--- config.mk ---
export PLATFORM = sky130hd
export DESIGN_NAME = trgreq_gen
export DESIGN_NICKNAME = d
export VERILOG_FILES = /design/src/rtl/trgreq_pkg.sv /design/src/rtl/trgreq_edge.sv /design/src/rtl/trgreq_burst.sv /design/src/rtl/trgreq_gen.sv
export SDC_FILE = /design/constraint.sdc
export NUM_CORES = 1
export LEC_CHECK = 0
export ABC_AREA = 1
export BUFFER_PORTS_ARGS = -buffer_cell sky130_fd_sc_hd__buf_2
export CAP_MARGIN = 20
export CORE_MARGIN = 8
export CORE_UTILIZATION = 45
export CTS_CLUSTER_DIAMETER = 200
export DETAILED_ROUTE_END_ITERATION = 6
export GPL_TIMING_DRIVEN = 1
export PLACE_DENSITY = 0.67
export SYNTH_ARGS = -nofsm -noshare
export SYNTH_HDL_FRONTEND = slang
export SYNTH_SLANG_ARGS = --single-unit
--- constraint.sdc ---
create_clock -name clk -period 2.1 [get_ports clk]
set_input_delay 0 -clock clk [delete_from_list [all_inputs] [get_ports clk]]
set_output_delay 0 -clock clk [all_outputs]
set_load 0.02 [all_outputs]
--- src/rtl/trgreq_pkg.sv ---
package trgreq_pkg;
  localparam int SEL_W   = 5;
  localparam int CNT_W   = 5;
  localparam int ADDR_W  = 9;
  localparam int SEL_LSB = 0;
  localparam int OIE_BIT = 8;
  localparam int EN_BIT  = 16;
  localparam int POL_LSB = 17;
  localparam int CNT_LSB = 19;

  localparam logic [ADDR_W-1:0] CTRL_BASE = 9'h100;
  localparam logic [ADDR_W-1:0] STAT_ADDR = 9'h140;
  localparam logic [ADDR_W-1:0] CLR_ADDR  = 9'h144;

  typedef enum logic [1:0] {
    EDGE_OFF  = 2'b00,
    EDGE_RISE = 2'b01,
    EDGE_FALL = 2'b10,
    EDGE_ANY  = 2'b11
  } edge_mode_e;

  typedef enum logic [1:0] {
    BST_IDLE = 2'b00,
    BST_REQ  = 2'b01,
    BST_GAP  = 2'b10
  } burst_st_e;

  typedef struct packed {
    logic [CNT_W-1:0] cnt;
    edge_mode_e       mode;
    logic             en;
    logic             oie;
    logic [SEL_W-1:0] sel;
  } chan_cfg_t;

  function automatic logic [31:0] cfg_to_word(input chan_cfg_t c);
    logic [31:0] w;
    w = '0;
    w[SEL_LSB +: SEL_W] = c.sel;
    w[OIE_BIT]          = c.oie;
    w[EN_BIT]           = c.en;
    w[POL_LSB +: 2]     = c.mode;
    w[CNT_LSB +: CNT_W] = c.cnt;
    return w;
  endfunction
endpackage

--- src/rtl/trgreq_edge.sv ---
module trgreq_edge
  import trgreq_pkg::*;
#(
  parameter int NUM_TRIG = 32
) (
  input  logic                clk,
  input  logic                rst_n,
  input  logic [NUM_TRIG-1:0] trig_in,
  input  logic [SEL_W-1:0]    sel,
  input  edge_mode_e          mode,
  input  logic                en,
  output logic                evt_o
);
  logic sel_bit;
  logic smp_q, prev_q;
  logic rise, fall, hit;

  always_comb sel_bit = trig_in[sel];

  always_ff @(posedge clk or negedge rst_n) begin
    if (!rst_n) begin
      smp_q  <= 1'b0;
      prev_q <= 1'b0;
    end else begin
      smp_q  <= sel_bit;
      prev_q <= smp_q;
    end
  end

  always_comb begin
    rise = smp_q & ~prev_q;
    fall = ~smp_q & prev_q;
    unique case (mode)
      EDGE_RISE: hit = rise;
      EDGE_FALL: hit = fall;
      EDGE_ANY:  hit = rise | fall;
      default:   hit = 1'b0;
    endcase
    evt_o = en & hit;
  end
endmodule

--- src/rtl/trgreq_burst.sv ---
module trgreq_burst
  import trgreq_pkg::*;
(
  input  logic             clk,
  input  logic             rst_n,
  input  logic             en,
  input  logic [CNT_W-1:0] cnt,
  input  logic             evt,
  input  logic             ack,
  output logic             req_o,
  output logic             ovr_evt_o
);
  burst_st_e        state_q, state_d;
  logic [CNT_W-1:0] rem_q, rem_d;

  always_comb begin
    state_d = state_q;
    rem_d   = rem_q;
    if (!en) begin
      state_d = BST_IDLE;
    end else begin
      unique case (state_q)
        BST_IDLE: if (evt) begin
          state_d = BST_REQ;
          rem_d   = cnt;
        end
        BST_REQ: if (ack) begin
          if (rem_q == '0) begin
            state_d = BST_IDLE;
          end else begin
            state_d = BST_GAP;
            rem_d   = rem_q - 1'b1;
          end
        end
        default: state_d = BST_REQ;
      endcase
    end
  end

  always_ff @(posedge clk or negedge rst_n) begin
    if (!rst_n) begin
      state_q <= BST_IDLE;
      rem_q   <= '0;
    end else begin
      state_q <= state_d;
      rem_q   <= rem_d;
    end
  end

  assign req_o     = (state_q == BST_REQ) & en;
  assign ovr_evt_o = evt & (state_q != BST_IDLE);
endmodule

--- src/rtl/trgreq_gen.sv ---
module trgreq_gen
  import trgreq_pkg::*;
#(
  parameter int NUM_CH   = 4,
  parameter int NUM_TRIG = 32
) (
  input  logic                clk,
  input  logic                rst_n,
  input  logic                reg_we,
  input  logic [ADDR_W-1:0]   reg_addr,
  input  logic [31:0]         reg_wdata,
  output logic [31:0]         reg_rdata,
  input  logic [NUM_TRIG-1:0] trig_in,
  input  logic [NUM_CH-1:0]   req_ack,
  output logic [NUM_CH-1:0]   req_out,
  output logic [NUM_CH-1:0]   ovr_irq
);
  chan_cfg_t         cfg_q [NUM_CH];
  logic [NUM_CH-1:0] ovr_q, ovr_d;
  logic [NUM_CH-1:0] ovr_evt, oie_v;
  logic              clr_sel;

  assign clr_sel = reg_we && (reg_addr == CLR_ADDR);

  for (genvar i = 0; i < NUM_CH; i++) begin : g_ch
    localparam logic [ADDR_W-1:0] MY_ADDR = CTRL_BASE + ADDR_W'(4 * i);
    logic      wr_ctrl;
    chan_cfg_t cfg_d;
    logic      evt;

    assign wr_ctrl = reg_we && (reg_addr == MY_ADDR);

    always_comb begin
      cfg_d      = cfg_q[i];
      cfg_d.sel  = reg_wdata[SEL_LSB +: SEL_W];
      cfg_d.oie  = reg_wdata[OIE_BIT];
      cfg_d.en   = reg_wdata[EN_BIT];
      cfg_d.mode = edge_mode_e'(reg_wdata[POL_LSB +: 2]);
      if (!cfg_q[i].en) cfg_d.cnt = reg_wdata[CNT_LSB +: CNT_W];
    end

    always_ff @(posedge clk or negedge rst_n) begin
      if (!rst_n)       cfg_q[i] <= '0;
      else if (wr_ctrl) cfg_q[i] <= cfg_d;
    end

    trgreq_edge #(.NUM_TRIG(NUM_TRIG)) edge_i (
      .clk     (clk),
      .rst_n   (rst_n),
      .trig_in (trig_in),
      .sel     (cfg_q[i].sel),
      .mode    (cfg_q[i].mode),
      .en      (cfg_q[i].en),
      .evt_o   (evt)
    );

    trgreq_burst burst_i (
      .clk       (clk),
      .rst_n     (rst_n),
      .en        (cfg_q[i].en),
      .cnt       (cfg_q[i].cnt),
      .evt       (evt),
      .ack       (req_ack[i]),
      .req_o     (req_out[i]),
      .ovr_evt_o (ovr_evt[i])
    );

    assign oie_v[i] = cfg_q[i].oie;

    always_comb begin
      if (ovr_evt[i])                   ovr_d[i] = 1'b1;
      else if (clr_sel && reg_wdata[i]) ovr_d[i] = 1'b0;
      else                              ovr_d[i] = ovr_q[i];
    end
  end

  always_ff @(posedge clk or negedge rst_n) begin
    if (!rst_n) ovr_q <= '0;
    else        ovr_q <= ovr_d;
  end

  assign ovr_irq = ovr_q & oie_v;

  always_comb begin
    reg_rdata = '0;
    for (int k = 0; k < NUM_CH; k++) begin
      if (reg_addr == CTRL_BASE + ADDR_W'(4 * k)) reg_rdata = cfg_to_word(cfg_q[k]);
    end
    if (reg_addr == STAT_ADDR) reg_rdata[NUM_CH-1:0] = ovr_q;
  end
endmodule

Word-level counts from Yosys, hierarchy flattened
Cells that the tools add are included.

word-level totals
  register bits = 96
  input bits = 80
  logic and storage cells = 229

operators by class
  $add $sub $neg = 4
  order comparisons = 4
  eq/ne operators = 42
  multiplexer cells = 61
  bitwise logic cells = 37
  reductions and logical operators = 41

operators by type and width
  cell                                                                           count
  32-bit 2-to-1 mux                                                              3
  5-bit 2-to-1 mux                                                               12
  9-bit equality test (second input constant)                                    6
  5-bit one-hot mux with 2 select lines                                          4
  2-bit 2-to-1 mux                                                               16
  5-bit by 6-bit less-than comparator with 1-bit output (second input constant)  4
  24-bit 2-to-1 mux                                                              1
  2-bit nonzero test                                                             12
  1-bit AND                                                                      20
  1-bit binary-select mux with 5-bit select                                      4
  5-bit logical NOT                                                              4
  5-bit AND reduction                                                            4
  5-bit by 1-bit subtractor with 5-bit output (second input constant)            4
  2-bit by 1-bit equality test with 1-bit output (second input constant)         8
  2-bit equality test (second input constant)                                    8
  2-bit != test (second input constant)                                          8
  2-bit one-hot mux with 2 select lines                                          4
  2-bit AND reduction                                                            8
  1-bit 2-to-1 mux                                                               12
  3-bit by 2-bit != test with 1-bit output (second input constant)               4
  3-bit != test (second input constant)                                          4
  1-bit NOT                                                                      12
  1-bit one-hot mux with 3 select lines                                          4
  1-bit logical AND                                                              9
  other kinds (5)                                                                14

Depth between registers and ports, before layout
  word-level depth = 8
  depth in mapped cells = 11
  depth with buffers taken out = 10

Hierarchy
A second synthesis with hierarchy kept.

unflattened totals
  cells, all modules = 1012
  area total of the unflattened synthesis = 6897.9 sq um

modules (own cells, without submodules)
  module        instances  cells an instance  area each (sq um)
  trgreq_gen    1          384                3104.2
  trgreq_edge   4          89                 484.2
  trgreq_burst  4          68                 464.2

Worst setup path before layout
No wires, ideal clock.

  kind = flip-flop to flip-flop
  from = reg g_ch[1].burst_i.state_q[1]
  to = reg g_ch[1].burst_i.rem_q[1]
  library setup time = 0.127 ns
  data arrival time = 1.256 ns
  setup slack = 0.716 ns
  cell stages (with the launch flop) = 6
  path buffers = 0
  period minus slack after synthesis = 1.384 ns
  cells stage by stage = dfrtp_1 > nor2_4 > clkinv_1 > or2_2 > nand3_2 > o21ai_0

on the way
  word-level cells in the longest chain between the ends = 3
  elaborated cells on any way between the ends = 8
  those cells by class = 4 x eq/ne; 1 x mux; 3 x reduce/logical

RTL lines
  element                                                                                     RTL line            source
  start, declared                                                                             trgreq_burst.sv:13  burst_st_e state_q, state_d;
  start signal, assigned                                                                      trgreq_burst.sv:45  state_q <= state_d;
  2-bit by 1-bit equality test with 1-bit output / 2-bit logical NOT (equally long branches)  trgreq_burst.sv:22  unique case (state_q)
  2-bit != test (no line), or another cell as far along                                       --
  5-bit AND reduction (no line)                                                               --
  end signal, assigned                                                                        trgreq_burst.sv:46  rem_q <= rem_d;
  end, declared                                                                               trgreq_burst.sv:14  logic [CNT_W-1:0] rem_q, rem_d;

Several ways; a longest one is shown, not always the timed one.
A chain may end at the register's enable or synchronous reset.

Worst setup path after layout
  from = reg cfg_q[42] in the netlist's numbering
  to = out reg_rdata[0]

on the way
  word-level cells in the longest chain between the ends = 5

RTL lines
  element                          RTL line          source
  start, declared                  trgreq_gen.sv:18  chan_cfg_t cfg_q [NUM_CH];
  start signal, assigned by index  trgreq_gen.sv:44  else if (wr_ctrl) cfg_q[i] <= cfg_d;
  24-bit 2-to-1 mux                trgreq_gen.sv:87  if (reg_addr == CTRL_BASE + ADDR_W'(4 * k)) reg_rdata = cfg_to_word(cfg_q[k]);
  32-bit 2-to-1 mux (3 in series)  trgreq_gen.sv:87
  4-bit 2-to-1 mux                 trgreq_gen.sv:89  if (reg_addr == STAT_ADDR) reg_rdata[NUM_CH-1:0] = ovr_q;
  end, declared                    trgreq_gen.sv:12  output logic [31:0] reg_rdata,

No other way between the ends.

==> reports/results.ini <==
[run_status]
status=finished, final reports clean

[power]
p_leak_nw=3.81
clockPowerShare=0.356
power.share.switching=0.322
finalPower_mw=4.64
peakVddDrop_mv=0.638
p_per_area_nw_per_um2=604
power_frac_comb=0.206
p_int_mw=3.15
power_frac_seq=0.437
p_switching_mw=1.50

[clock_tree]
cts-buffers-inserted=9
cts_tree=built
max-clock-path-buffers=2
path_clk_slew_ns=0.07
cts_setup_buffers=0
clk_latency_ns=0.35
cts_sinks=96
htree_levels=3
cts_resized=0
cts-root-buf=clkbuf_16

[global_route]
grt_pass1_vias=6135
grt_pass1_wl_mm=32.0
busiest_layer=met2
grt_usage=0.204
grt_antenna_before_repair=0
grt_max_degree=43
overflow=0
met2_usage=0.315
use_met1=0.285
grtUsageMet3=0.0390

[placed_design]
place_ws_ns=0.499
port_buffers=83
placed_cells=1223
dp_hpwl_mm=15.0
place.gp.congestion=0.928

[sta]
fmax_mhz=571
max_slew_margin=0.573
worst_slack_ns=0.350
worst_pin_slew_ns=0.636
period_needed_ns=1.75
grt_setup_unrepaired=no
drv_slew=0
setup_viol=0
fin_skew_ns=0.00841
hold_viol=0
tns_ns=0
fin_crit_sh=0.834

[final_layout]
syn2layout_area_growth_pct=14.6
num-nets-final=1165
final_common_cell=nand2_1
final_cell_mix=362 x nand2_1, 125 x nand3_1, 96 x dfrtp_1, 93 x inv_1, 82 x buf_2
num_antenna_cells=0
drive_gt1_frac=0.148
instances_no_fill=1258

[detailed_routing]
drc_errors=0
wirelength_mm=20.1
vias=6593
drtIter0Drc=634
antenna_left=0
vias_per_cell=5.24
wl_per_cell_um=16.0
drtPass1Iterations=5

[setup_path]
arrival_ns=1.75
criticalPathCategory=flop to primary output
crit_fanout=17
startpoint_type=flop
cp.required_ns=2.10
crit_path_end_kind=primary output

[floorplan]
ios=120
row_count=44
initial_core_util=0.461
dieArea_um2=19000
die_w_um=138
core_area_um2=14500
die_y_um=138

[synth]
yosysSeqAreaShare=0.359
ys_seq_elements=96
netlist_area_um2=6700
synth_cell_type_count=41
ys_warn_count=0
syn_area_per_cell_um2=6.87
synth_cells=975

[job]
drv_cap=0

[hold_path]
hold_class=primary input to flop

area by class of cell:
cell class | count | area (um^2)
tap | 184 | 230
sequential | 96 | 2400
fill | 1445 | 6860
clock buffer | 10 | 239
timing repair buffer | 110 | 681
multi-input combinational | 751 | 3690
clock inverter | 6 | 56.3
inverter | 101 | 379
critical path: stages, from the launching register on:
cell and delay (ns):
dfrtp_1 0.36, clkinv_1 0.38, o21ai_1 0.34, nor2_1 0.06, nand3_1 0.08, buf_2 0.17
stage by stage:
stage	instance area (um^2)	hold WS, ns	util
2_1_floorplan	6760	-0.296	-
3_3_place_gp	7190	-0.0290	0.495
3_5_place_dp	7190	-0.0316	0.495
4_1_cts	7680	0.113	0.528
5_1_grt	7680	0.141	0.528
6_report	7680	0.127	0.528
power by group through the flow:
stage / Clock (mW) / Sequential [mW] / Combinational [mW]
after floorplan: 0 / 2.04 / 0.673
after global placement: 0 / 2.06 / 0.914
after detailed placement: 0 / 2.07 / 0.921
after CTS: 1.68 / 2.03 / 0.955
after global routing: 1.74 / 2.04 / 1.08
final: 1.65 / 2.03 / 0.957
metal layers:
metal	wire length (um)	vias up
li1	-	3296
met1	9220	3028
met5	0	-
met3	1420	16
met2	9210	253
met4	256	0
worst paths after layout:
| path | from | to | slack, ns | cells after the start |
|---|---|---|---|---|
| max | cfg_q[42]$_DFFE_PN0N_ | reg_rdata[0] | 0.35 | 5 |
| min | reg_we | cfg_q[52]$_DFFE_PN0P_ | 0.13 | 3 |
| max reg2reg | g_ch[3].burst_i.state_q[1]$_DFFE_PN0P_ | g_ch[3].burst_i.rem_q[0]$_DFFE_PN0P_ | 0.50 | 5 |
| min reg2reg | g_ch[1].edge_i.smp_q$_DFF_PN0_ | g_ch[1].edge_i.prev_q$_DFF_PN0_ | 0.41 | 0 |
| max in group asynchronous | rst_n | g_ch[1].edge_i.prev_q$_DFF_PN0_ | 1.26 | 3 |
| min in group asynchronous | rst_n | cfg_q[22]$_DFFE_PN0N_ | 0.14 | 2 |
cells in the mapped netlist (all sizes together):
cell     instances  area share
nor3b            1      0.0011
inv             95       0.053
a31oi            4      0.0037
buf             39       0.040
nand4            6      0.0056
ha              16       0.030
nor2            57       0.043
clkbuf           5      0.0034
nor3             4      0.0047
or2              4      0.0037
a21oi            9      0.0067
nand3          135        0.11
o21ai          103       0.087
clkinv           6      0.0034
nand3b           1      0.0030
o22ai            1     0.00093
mux2i            3      0.0045
o21a             4      0.0045
o211ai           5      0.0056
conb             1     0.00056
nand2          370        0.21
o2111ai          3      0.0039
dfrtp           96        0.36
o31ai            4      0.0045
xor2             3      0.0039
what timing repair did:
item,in CTS,in global routing
setup endpoints to repair,0,0
endpoints found under the hold margin,100,0
hold buffers,19,0
logic make-up after synthesis:
| family | count (synthesis) | synth area share |
|---|---|---|
| AND/OR/NAND/NOR | 578 | 0.385 |
| buffers and inverters | 145 | 0.100 |
| AO/OA/AOI/OAI | 133 | 0.117 |
| flip-flops | 96 | 0.359 |
| adder cells (fa/ha/maj) | 16 | 0.0299 |
| XOR/XNOR | 3 | 0.00392 |
| multiplexers | 3 | 0.00448 |
| other | 1 | 0.000560 |
state kept, by name (all words and copies together), names as in the netlist:
name                  count
cfg_q                    56
g_ch.burst_i.rem_q       20
g_ch.burst_i.state_q      8
g_ch.edge_i.prev_q        4
g_ch.edge_i.smp_q         4
ovr_q                     4
No activity file was read; power rests on OpenSTA's default activity.
